File: config.mk
export PLATFORM = sky130hd
export DESIGN_NAME = bcd_calendar_clock
export DESIGN_NICKNAME = d
export VERILOG_FILES = /design/src/rtl/cal_pkg.sv /design/src/rtl/cal_bcd_step.sv /design/src/rtl/cal_hour_step.sv /design/src/rtl/cal_month_len.sv /design/src/rtl/bcd_calendar_clock.sv
export SDC_FILE = /design/constraint.sdc
export NUM_CORES = 1
export LEC_CHECK = 0
export BUFFER_PORTS_ARGS = -buffer_cell sky130_fd_sc_hd__clkbuf_2
export CAP_MARGIN = 5
export CORE_ASPECT_RATIO = 0.75
export CORE_MARGIN = 5
export CORE_UTILIZATION = 45
export DETAILED_ROUTE_END_ITERATION = 7
export GPL_ROUTABILITY_DRIVEN = 1
export PLACE_DENSITY = 0.65
export SLEW_MARGIN = 5
export SYNTH_ARGS = -nofsm -noshare
export SYNTH_HDL_FRONTEND = slang
export SYNTH_SLANG_ARGS = --single-unit
File: constraint.sdc
create_clock -name clk -period 6.35 [get_ports clk]
set_input_delay 0.9525 -clock clk [delete_from_list [all_inputs] [get_ports clk]]
set_output_delay 0.9525 -clock clk [all_outputs]
set_load 0.005 [all_outputs]
File: src/rtl/cal_pkg.sv
package cal_pkg;
   localparam logic [3:0] RA_SEC  = 4'd0;
   localparam logic [3:0] RA_MIN  = 4'd1;
   localparam logic [3:0] RA_HOUR = 4'd2;
   localparam logic [3:0] RA_WDAY = 4'd3;
   localparam logic [3:0] RA_MDAY = 4'd4;
   localparam logic [3:0] RA_MON  = 4'd5;
   localparam logic [3:0] RA_YEAR = 4'd6;
   localparam logic [3:0] RA_MODE = 4'd14;
   localparam logic [3:0] RA_STAT = 4'd15;

   // stepper lane indices
   localparam int LN_SEC  = 0;
   localparam int LN_MIN  = 1;
   localparam int LN_WDAY = 2;
   localparam int LN_MDAY = 3;
   localparam int LN_MON  = 4;
   localparam int LN_YEAR = 5;
   localparam int N_LANES = 6;

   localparam int BIT_H24   = 5;
   localparam int BIT_OSTOP = 4;
   localparam int BIT_VLOW  = 6;
endpackage

File: src/rtl/cal_bcd_step.sv
module cal_bcd_step #(
   parameter int W = 8
) (
   input  logic [W-1:0] cur_i,
   input  logic [W-1:0] first_i,
   input  logic [W-1:0] last_i,
   output logic [W-1:0] next_o,
   output logic         wrap_o
);
   if (W < 5) begin : g_bad_w
      $error("cal_bcd_step needs at least two BCD nibbles");
   end

   always_comb begin
      wrap_o = (cur_i == last_i);
      if (wrap_o)
         next_o = first_i;
      else if (cur_i[3:0] >= 4'h9)
         next_o = {cur_i[W-1:4] + (W-4)'(1), 4'h0};
      else
         next_o = cur_i + W'(1);
   end
endmodule

File: src/rtl/cal_hour_step.sv
module cal_hour_step (
   input  logic [5:0] hour_i,
   input  logic       mode24_i,
   output logic [5:0] next_o,
   output logic       carry_o
);
   logic       pm;
   logic [4:0] dig;

   assign pm  = hour_i[5];
   assign dig = hour_i[4:0];

   always_comb begin
      carry_o = 1'b0;
      if (mode24_i) begin
         if (hour_i == 6'h23) begin
            next_o  = 6'h00;
            carry_o = 1'b1;
         end else if (hour_i[3:0] >= 4'h9) begin
            next_o = {hour_i[5:4] + 2'd1, 4'h0};
         end else begin
            next_o = hour_i + 6'd1;
         end
      end else begin
         if (dig == 5'h12) begin
            next_o = {pm, 5'h01};
         end else if (dig == 5'h11) begin
            next_o  = {~pm, 5'h12};
            carry_o = pm;
         end else if (dig[3:0] >= 4'h9) begin
            next_o = {pm, 1'b1, 4'h0};
         end else begin
            next_o = {pm, dig + 5'd1};
         end
      end
   end
endmodule

File: src/rtl/cal_month_len.sv
module cal_month_len (
   input  logic [4:0] month_i,
   input  logic [7:0] year_i,
   output logic [5:0] last_o
);
   logic [5:0] mod_sum;
   logic       leap;

   // 10*t + o is congruent to 2*t + o modulo 4
   assign mod_sum = {1'b0, year_i[7:4], 1'b0} + {2'b00, year_i[3:0]};
   assign leap    = (mod_sum[1:0] == 2'b00);

   always_comb begin
      unique case (month_i)
         5'h02:                      last_o = leap ? 6'h29 : 6'h28;
         5'h04, 5'h06, 5'h09, 5'h11: last_o = 6'h30;
         default:                    last_o = 6'h31;
      endcase
   end
endmodule

File: src/rtl/bcd_calendar_clock.sv
module bcd_calendar_clock #(
   parameter int DATA_W        = 8,
   parameter int ADDR_W        = 4,
   parameter bit RESET_STOPPED = 1'b1
) (
   input  logic              clk,
   input  logic              rst_n,
   input  logic              tick_i,
   input  logic              osc_fault_i,
   input  logic              supply_low_i,
   input  logic              wr_en_i,
   input  logic [ADDR_W-1:0] addr_i,
   input  logic [DATA_W-1:0] wdata_i,
   output logic [DATA_W-1:0] rdata_o
);
   import cal_pkg::*;

   localparam int LW = 8;

   if (ADDR_W != 4 || DATA_W < 8) begin : g_bad_cfg
      $error("bcd_calendar_clock: ADDR_W must be 4 and DATA_W at least 8");
   end

   logic [6:0] sec_q, min_q;
   logic [5:0] hour_q, mday_q;
   logic [2:0] wday_q;
   logic [4:0] mon_q;
   logic       cent_q;
   logic [7:0] year_q;
   logic       h24_q, ostop_q, vlow_q;

   logic [7:0] wb;
   assign wb = wdata_i[7:0];

   // per-lane stepper wiring
   logic [LW-1:0] ln_cur   [N_LANES];
   logic [LW-1:0] ln_first [N_LANES];
   logic [LW-1:0] ln_last  [N_LANES];
   logic [LW-1:0] ln_next  [N_LANES];
   logic [N_LANES-1:0] ln_wrap;

   logic [5:0] mday_last;
   logic [5:0] hour_next;
   logic       hour_carry;

   cal_month_len u_mlen (
      .month_i (mon_q),
      .year_i  (year_q),
      .last_o  (mday_last)
   );

   cal_hour_step u_hour (
      .hour_i   (hour_q),
      .mode24_i (h24_q),
      .next_o   (hour_next),
      .carry_o  (hour_carry)
   );

   always_comb begin
      ln_cur[LN_SEC]    = {1'b0, sec_q};
      ln_first[LN_SEC]  = 8'h00;
      ln_last[LN_SEC]   = 8'h59;
      ln_cur[LN_MIN]    = {1'b0, min_q};
      ln_first[LN_MIN]  = 8'h00;
      ln_last[LN_MIN]   = 8'h59;
      ln_cur[LN_WDAY]   = {5'b0, wday_q};
      ln_first[LN_WDAY] = 8'h00;
      ln_last[LN_WDAY]  = 8'h06;
      ln_cur[LN_MDAY]   = {2'b0, mday_q};
      ln_first[LN_MDAY] = 8'h01;
      ln_last[LN_MDAY]  = {2'b0, mday_last};
      ln_cur[LN_MON]    = {3'b0, mon_q};
      ln_first[LN_MON]  = 8'h01;
      ln_last[LN_MON]   = 8'h12;
      ln_cur[LN_YEAR]   = year_q;
      ln_first[LN_YEAR] = 8'h00;
      ln_last[LN_YEAR]  = 8'h99;
   end

   for (genvar g = 0; g < N_LANES; g++) begin : g_lane
      cal_bcd_step #(.W(LW)) u_step (
         .cur_i   (ln_cur[g]),
         .first_i (ln_first[g]),
         .last_i  (ln_last[g]),
         .next_o  (ln_next[g]),
         .wrap_o  (ln_wrap[g])
      );
   end

   // carry chain
   logic adv, c_min, c_hour, c_day, c_mon, c_year, c_cent;
   assign adv    = tick_i && !ostop_q && !wr_en_i;
   assign c_min  = adv    && ln_wrap[LN_SEC];
   assign c_hour = c_min  && ln_wrap[LN_MIN];
   assign c_day  = c_hour && hour_carry;
   assign c_mon  = c_day  && ln_wrap[LN_MDAY];
   assign c_year = c_mon  && ln_wrap[LN_MON];
   assign c_cent = c_year && ln_wrap[LN_YEAR];

   logic [3:0] ra;
   assign ra = addr_i[3:0];

   always_ff @(posedge clk or negedge rst_n) begin
      if (!rst_n) begin
         sec_q   <= '0;
         min_q   <= '0;
         hour_q  <= 6'h12;
         wday_q  <= '0;
         mday_q  <= 6'h01;
         mon_q   <= 5'h01;
         cent_q  <= 1'b0;
         year_q  <= '0;
         h24_q   <= 1'b0;
         ostop_q <= RESET_STOPPED;
         vlow_q  <= 1'b0;
      end else begin
         if (wr_en_i) begin
            unique case (ra)
               RA_SEC:  sec_q  <= wb[6:0];
               RA_MIN:  min_q  <= wb[6:0];
               RA_HOUR: hour_q <= wb[5:0];
               RA_WDAY: wday_q <= wb[2:0];
               RA_MDAY: mday_q <= wb[5:0];
               RA_MON: begin
                  mon_q  <= wb[4:0];
                  cent_q <= wb[7];
               end
               RA_YEAR: year_q <= wb;
               RA_MODE: h24_q  <= wb[BIT_H24];
               default: ;
            endcase
         end else begin
            if (adv)    sec_q  <= ln_next[LN_SEC][6:0];
            if (c_min)  min_q  <= ln_next[LN_MIN][6:0];
            if (c_hour) hour_q <= hour_next;
            if (c_day) begin
               mday_q <= ln_next[LN_MDAY][5:0];
               wday_q <= ln_next[LN_WDAY][2:0];
            end
            if (c_mon)  mon_q  <= ln_next[LN_MON][4:0];
            if (c_year) year_q <= ln_next[LN_YEAR];
            if (c_cent) cent_q <= ~cent_q;
         end

         // status flags: fault inputs win over a clearing write
         if (wr_en_i && ra == RA_STAT) begin
            ostop_q <= wb[BIT_OSTOP] | osc_fault_i;
            vlow_q  <= wb[BIT_VLOW]  | supply_low_i;
         end else begin
            if (osc_fault_i)  ostop_q <= 1'b1;
            if (supply_low_i) vlow_q  <= 1'b1;
         end
      end
   end

   logic [7:0] rbyte;
   always_comb begin
      unique case (ra)
         RA_SEC:  rbyte = {1'b0, sec_q};
         RA_MIN:  rbyte = {1'b0, min_q};
         RA_HOUR: rbyte = {2'b0, hour_q};
         RA_WDAY: rbyte = {5'b0, wday_q};
         RA_MDAY: rbyte = {2'b0, mday_q};
         RA_MON:  rbyte = {cent_q, 2'b0, mon_q};
         RA_YEAR: rbyte = year_q;
         RA_MODE: rbyte = {2'b0, h24_q, 5'b0};
         RA_STAT: rbyte = {1'b0, vlow_q, 1'b0, ostop_q, 4'b0};
         default: rbyte = 8'h00;
      endcase
   end

   assign rdata_o = DATA_W'(rbyte);
endmodule

# ---- After elaboration in Yosys (flattened, before gate mapping)
# Cells that the tools add are included.
dict set report classes {
  magnitude_cmp 7
  mul 0
  bitwise 4
  muxes 53
  add_sub_neg 15
  eq_ne 30
  n_reduce_logical 34
  shifts 0
  n_div 0
}
# operator count
set op_table {}
lappend op_table {{$mux 6} 13}
lappend op_table {{$pmux 8 s9} 1}
lappend op_table {{$mux 7} 10}
lappend op_table {{$mux 8} 5}
lappend op_table {{$mux 5} 6}
lappend op_table {{$ge 4x4->1 const B} 6}
lappend op_table {{$eq 5x5->1 const B} 4}
lappend op_table {{$reduce_and 2->1} 9}
lappend op_table {{$reduce_bool 2->1} 9}
lappend op_table {{$mux 3} 5}
lappend op_table {{$add 7x1->7 const B} 2}
lappend op_table {{$eq 7x7->1 const B} 2}
lappend op_table {{$ne 2x1->1 const B} 7}
lappend op_table {{$add 6x1->6 const B} 2}
lappend op_table {{$eq 4x3->1 const B} 3}
lappend op_table {{$mux 1} 12}
lappend op_table {{$pmux 6 s2} 1}
lappend op_table {{$add 5x1->5 const B} 2}
lappend op_table {{$eq 5x3->1 const B} 2}
lappend op_table {{$add 3x1->3 const B} 3}
lappend op_table {{$logic_and 1x1->1} 9}
lappend op_table {{$add 8x1->8 const B} 1}
lappend op_table {{$eq 4x2->1 const B} 2}
lappend op_table {{$eq 4x4->1 const B} 2}
lappend op_table {{21 further kinds} 25}
dict set report totals {
  input_bits 18
  romBits 0
  latch_bits 0
  out_inout_bits 8
  ram_bits 0
  reg_bits 46
  wordCells 155
  n_memories 0
}

# ---- Depth between registers and ports, before layout
dict set report logic_depth {
  ltp_word 11
  ltp_mapped 9
  ltp_nobuf 8
}

# ---- Cells and area by module
# A second synthesis with hierarchy kept.
dict set report hier_totals {
  hier_cells 588
  area_unflattened_um2 5529.1
}
# mod area_per_inst_um2 instances cells_each seq_area_each_um2
set modules_own_cells {}
lappend modules_own_cells {bcd_calendar_clock 2737.6 1 264 1157.4}
lappend modules_own_cells {cal_bcd_step 395.4 6 45 0.0}
lappend modules_own_cells {cal_hour_step 322.8 1 39 0.0}
lappend modules_own_cells {cal_month_len 96.3 1 15 0.0}

# ---- Worst setup path before layout
# No wires, ideal clock.
dict set report synth_path {
  path_kind {input to output}
  start {input port addr_i[3]}
  end {output port rdata_o[3]}
  setup_slack_ns 3.231
  t_arrival_ns 2.167
  required_ns 5.398
  path_buffers 1
  stages 4
  cell_sequence {clkbuf_1 -> nor4_1 -> a222oi_1 -> nand2_1}
}
dict set report synth_between {
  elab_chain_len 2
  word_cells_on_any_way 10
  classes_between {8 x eq/ne; 1 x mux; 1 x reduce/logical}
}
# item line
set synth_lines {}
lappend synth_lines {{from (decl)} bcd_calendar_clock.sv:12} ;# input logic [ADDR_W-1:0] addr_i,
lappend synth_lines {{$eq 4x4->1, or another cell as far along} bcd_calendar_clock.sv:158} ;# unique case (ra)
lappend synth_lines {{$pmux 8 s9 (*)} bcd_calendar_clock.sv:158}
lappend synth_lines {{to (decl)} bcd_calendar_clock.sv:14} ;# output logic [DATA_W-1:0] rdata_o
# Mark *: on every way between the ends. The rest lies on a longest branch, timed or not.

# ---- Worst setup path in the final report
dict set report layout_path {
  start {input port addr_i[3]}
  end {output port rdata_o[6]}
}
# The elaborated chain is that of the path after synthesis.

==> impl_metrics.csv <==
group,metric,value,unit
status,status,"complete, no violations",
critical_path,r2r_slack,3.06,ns
timing,fin_tns_setup,0,ns
layout,design_area,4000,um^2
clocking,insertion_delay,0.31,ns
clocking,cts_tree,"built",
logic_synthesis,synth-main-ff-cell,"dfrtp_1",
placement,place_congestion,0.906,
critical_path,crit_required,5.40,ns
timing,hold_viol,0,
power_and_ir_drop,power_density,278,nW/um^2
drt,firstDrtPassIters,6,
logic_synthesis,ys_warn_count,0,
placement,dp_cells,563,
job,maxCapViolations,0,
power_and_ir_drop,ir_drop,0.118,mV
clocking,postCtsResizedCells,0,
global_routing,overflow,0,
layout,final_cells,572,
floorplan,start_util,46.4,%
global_routing,grt_pass1_wl,17.9,mm
timing,worst_slack,2.80,ns
drt,wl_per_cell,19.4,um
floorplan,io_pins,26,
logic_synthesis,syn_avg_cell_area,8.23,um^2
layout,most-common-layout-cells,"41 x dfrtp_1, 39 x o21ai_0, 38 x nand2_1, 38 x inv_1, 31 x a21oi_1",
critical_path,critPathKind,"input port to primary output",
layout,final_layout_size_suffix_gt1_share,12.0,%
drt,drt-initial-drc-count,513,
drt,ant_nets,0,
clocking,cts_setup_buffers,0,
global_routing,grt_max_degree,47,
logic_synthesis,syn_inst,448,
drt,drc,0,
floorplan,coreArea,7950,um^2
layout,num_antenna_cells,0,
logic_synthesis,synthTopCellsByArea,"dfrtp_1 28%, ha_1 9.2%, o21ai_0 5.3%",
timing,fin_skew,0.0118,ns
critical_path,arrival,2.59,ns
logic_synthesis,synth_cell_types,69,
critical_path,worstSetupEndpointType,"primary output",
drt,vias_per_cell,6.34,
critical_path,worstReg2RegEnd,"year_q[3]$_DFFE_PN0P_",
drt,routed_wl,11.1,mm
layout,nets,511,
power_and_ir_drop,power,1.11,mW
placement,portBuffers,25,
layout,utilization,50.2,%
clocking,ctsHtreeMaxLevel,2,
placement,place_hpwl,8.12,mm
floorplan,die_x,115,um
placement,dpl_cell_area,3880,um^2
clocking,cts_root_buf,"clkbuf_8",
global_routing,first_global_vias,3353,
logic_synthesis,yosysTopAreaCell,"dfrtp_1",
critical_path,reg2reg_depth,8,
layout,area_growth,8.35,%
timing,whs,0.528,ns
logic_synthesis,syn_nets,493,
timing,relSlewSlack,37.1,%
floorplan,rows,28,
critical_path,cp-startpoint,"addr_i[3]",
placement,pre_cts_ws,2.63,ns
floorplan,die_height,88.4,um
timing,setup_viol,0,
critical_path,crit_path_end,"rdata_o[6]",
logic_synthesis,synth_area,3690,um^2
critical_path,path_max_fanout,11,
timing,worstMarginPinSlew,0.936,ns
logic_synthesis,ys_async_sr_fraction,100,%
timing,finalCriticalPeriod,3.55,ns
timing,rsz0062_at_grt,"no",
drt,vias,3627,
floorplan,die_area,10100,um^2
power_and_ir_drop,p_leak,1.71,nW
clocking,holdBufCountCts,0,
clocking,clkTransAtPathRegs,0.09,ns
clocking,cts_made_buffers,5,
critical_path,startpoint_type,"input port",
global_routing,antenna_found_initial,0,
critical_path,worst_r2r_startpoint,"mon_q[0]$_DFFE_PN1P_",
layout,layout_commonest_cell,"dfrtp_1",
timing,fin_crit_sh,55.9,%
logic_synthesis,synth-edff-count,0,
logic_synthesis,ys_ff_latch,46,
global_routing,grt_use_total,22.6,%
clocking,cts_num_sinks,46,
clocking,clockBufferDepth,2,
worst_hold_path,hold_path_class,"register to register",
timing,max_freq,282,MHz
logic_synthesis,seq_area_frac_synth,31.4,%
logic_synthesis,synth_top_area_share,27.8,%
timing,final-max-slew-violation-count,0,
-- kinds of logic (layout without fill, tap and decap cells) --
kind of cell / after synthesis / in the layout / share of synthesized area [%]
xor+xnor: 4 / 4 / 0.950
flops: 46 / 46 / 31.4
buf+inv: 56 / 75 / 6.11
fa+ha+maj: 27 / 27 / 9.16
simple gates: 141 / 141 / 20.3
compound gates: 167 / 167 / 30.2
mux: 7 / 7 / 1.97
-- cell type report --
type	count	area [um^2]
inverters	38	143
well taps	105	131
multi-input cells	346	2300
flip-flops and latches	46	1160
repair buffers	29	153
fillers	756	3960
clock inverters	1	30.0
clock buffers	7	76.3
-- sequential cells by signal (all words and copies together), names as in the netlist --
signal	cells
year_q	8
min_q	7
sec_q	7
hour_q	6
mday_q	6
mon_q	5
wday_q	3
cent_q	1
h24_q	1
ostop_q	1
vlow_q	1
-- power breakdown --
group          total [mW]  switching, mW  internal, mW
sequential          0.505          0.137         0.368
combinational       0.385          0.221         0.164
clock               0.221          0.103         0.118
-- critical path, cell delays in order --
cell	delay, ns
clkbuf_2	0.18
nor3b_1	0.55
nor2b_1	0.46
a22oi_1	0.12
o21ai_0	0.16
clkbuf_2	0.17
-- cell usage after synthesis (all sizes together) (6+ instances only) --
master and count:
dfrtp 41, o21ai 41, inv 38, nand2 38, a21oi 31, ha 27, nor2 26, a31oi 20
nand3 19, a22oi 14, clkbuf 14, nor3 14, o31ai 8, and2 6, nor2b 6, nor3b 6
or2 6
-- metal layers --
| layer | vias up | GRT usage, % | part of all wire, % |
|---|---|---|---|
| li1 | 1709 | - | - |
| met1 | 1719 | 32.8 | 45 |
| met2 | 171 | 33.1 | 42 |
| met3 | 28 | 5.13 | 10 |
| met4 | 0 | 8.09 | 3.0 |
| met5 | - | 0 | 0 |
-- worst min-delay path by stage --
| stage | startpoint | to | slack [ns] | depth (start not counted) |
|---|---|---|---|---|
| floorplan | min_q[1]$_DFFE_PN0P_ | min_q[1]$_DFFE_PN0P_ | 0.48 | 2 |
| global placement | min_q[1]$_DFFE_PN0P_ | min_q[1]$_DFFE_PN0P_ | 0.51 | 2 |
| detailed placement | min_q[1]$_DFFE_PN0P_ | min_q[1]$_DFFE_PN0P_ | 0.52 | 2 |
| CTS | min_q[1]$_DFFE_PN0P_ | min_q[1]$_DFFE_PN0P_ | 0.54 | 2 |
| global route | min_q[1]$_DFFE_PN0P_ | min_q[1]$_DFFE_PN0P_ | 0.60 | 2 |
| finish | min_q[1]$_DFFE_PN0P_ | min_q[1]$_DFFE_PN0P_ | 0.53 | 2 |
Power figures use the tool's default switching activity.
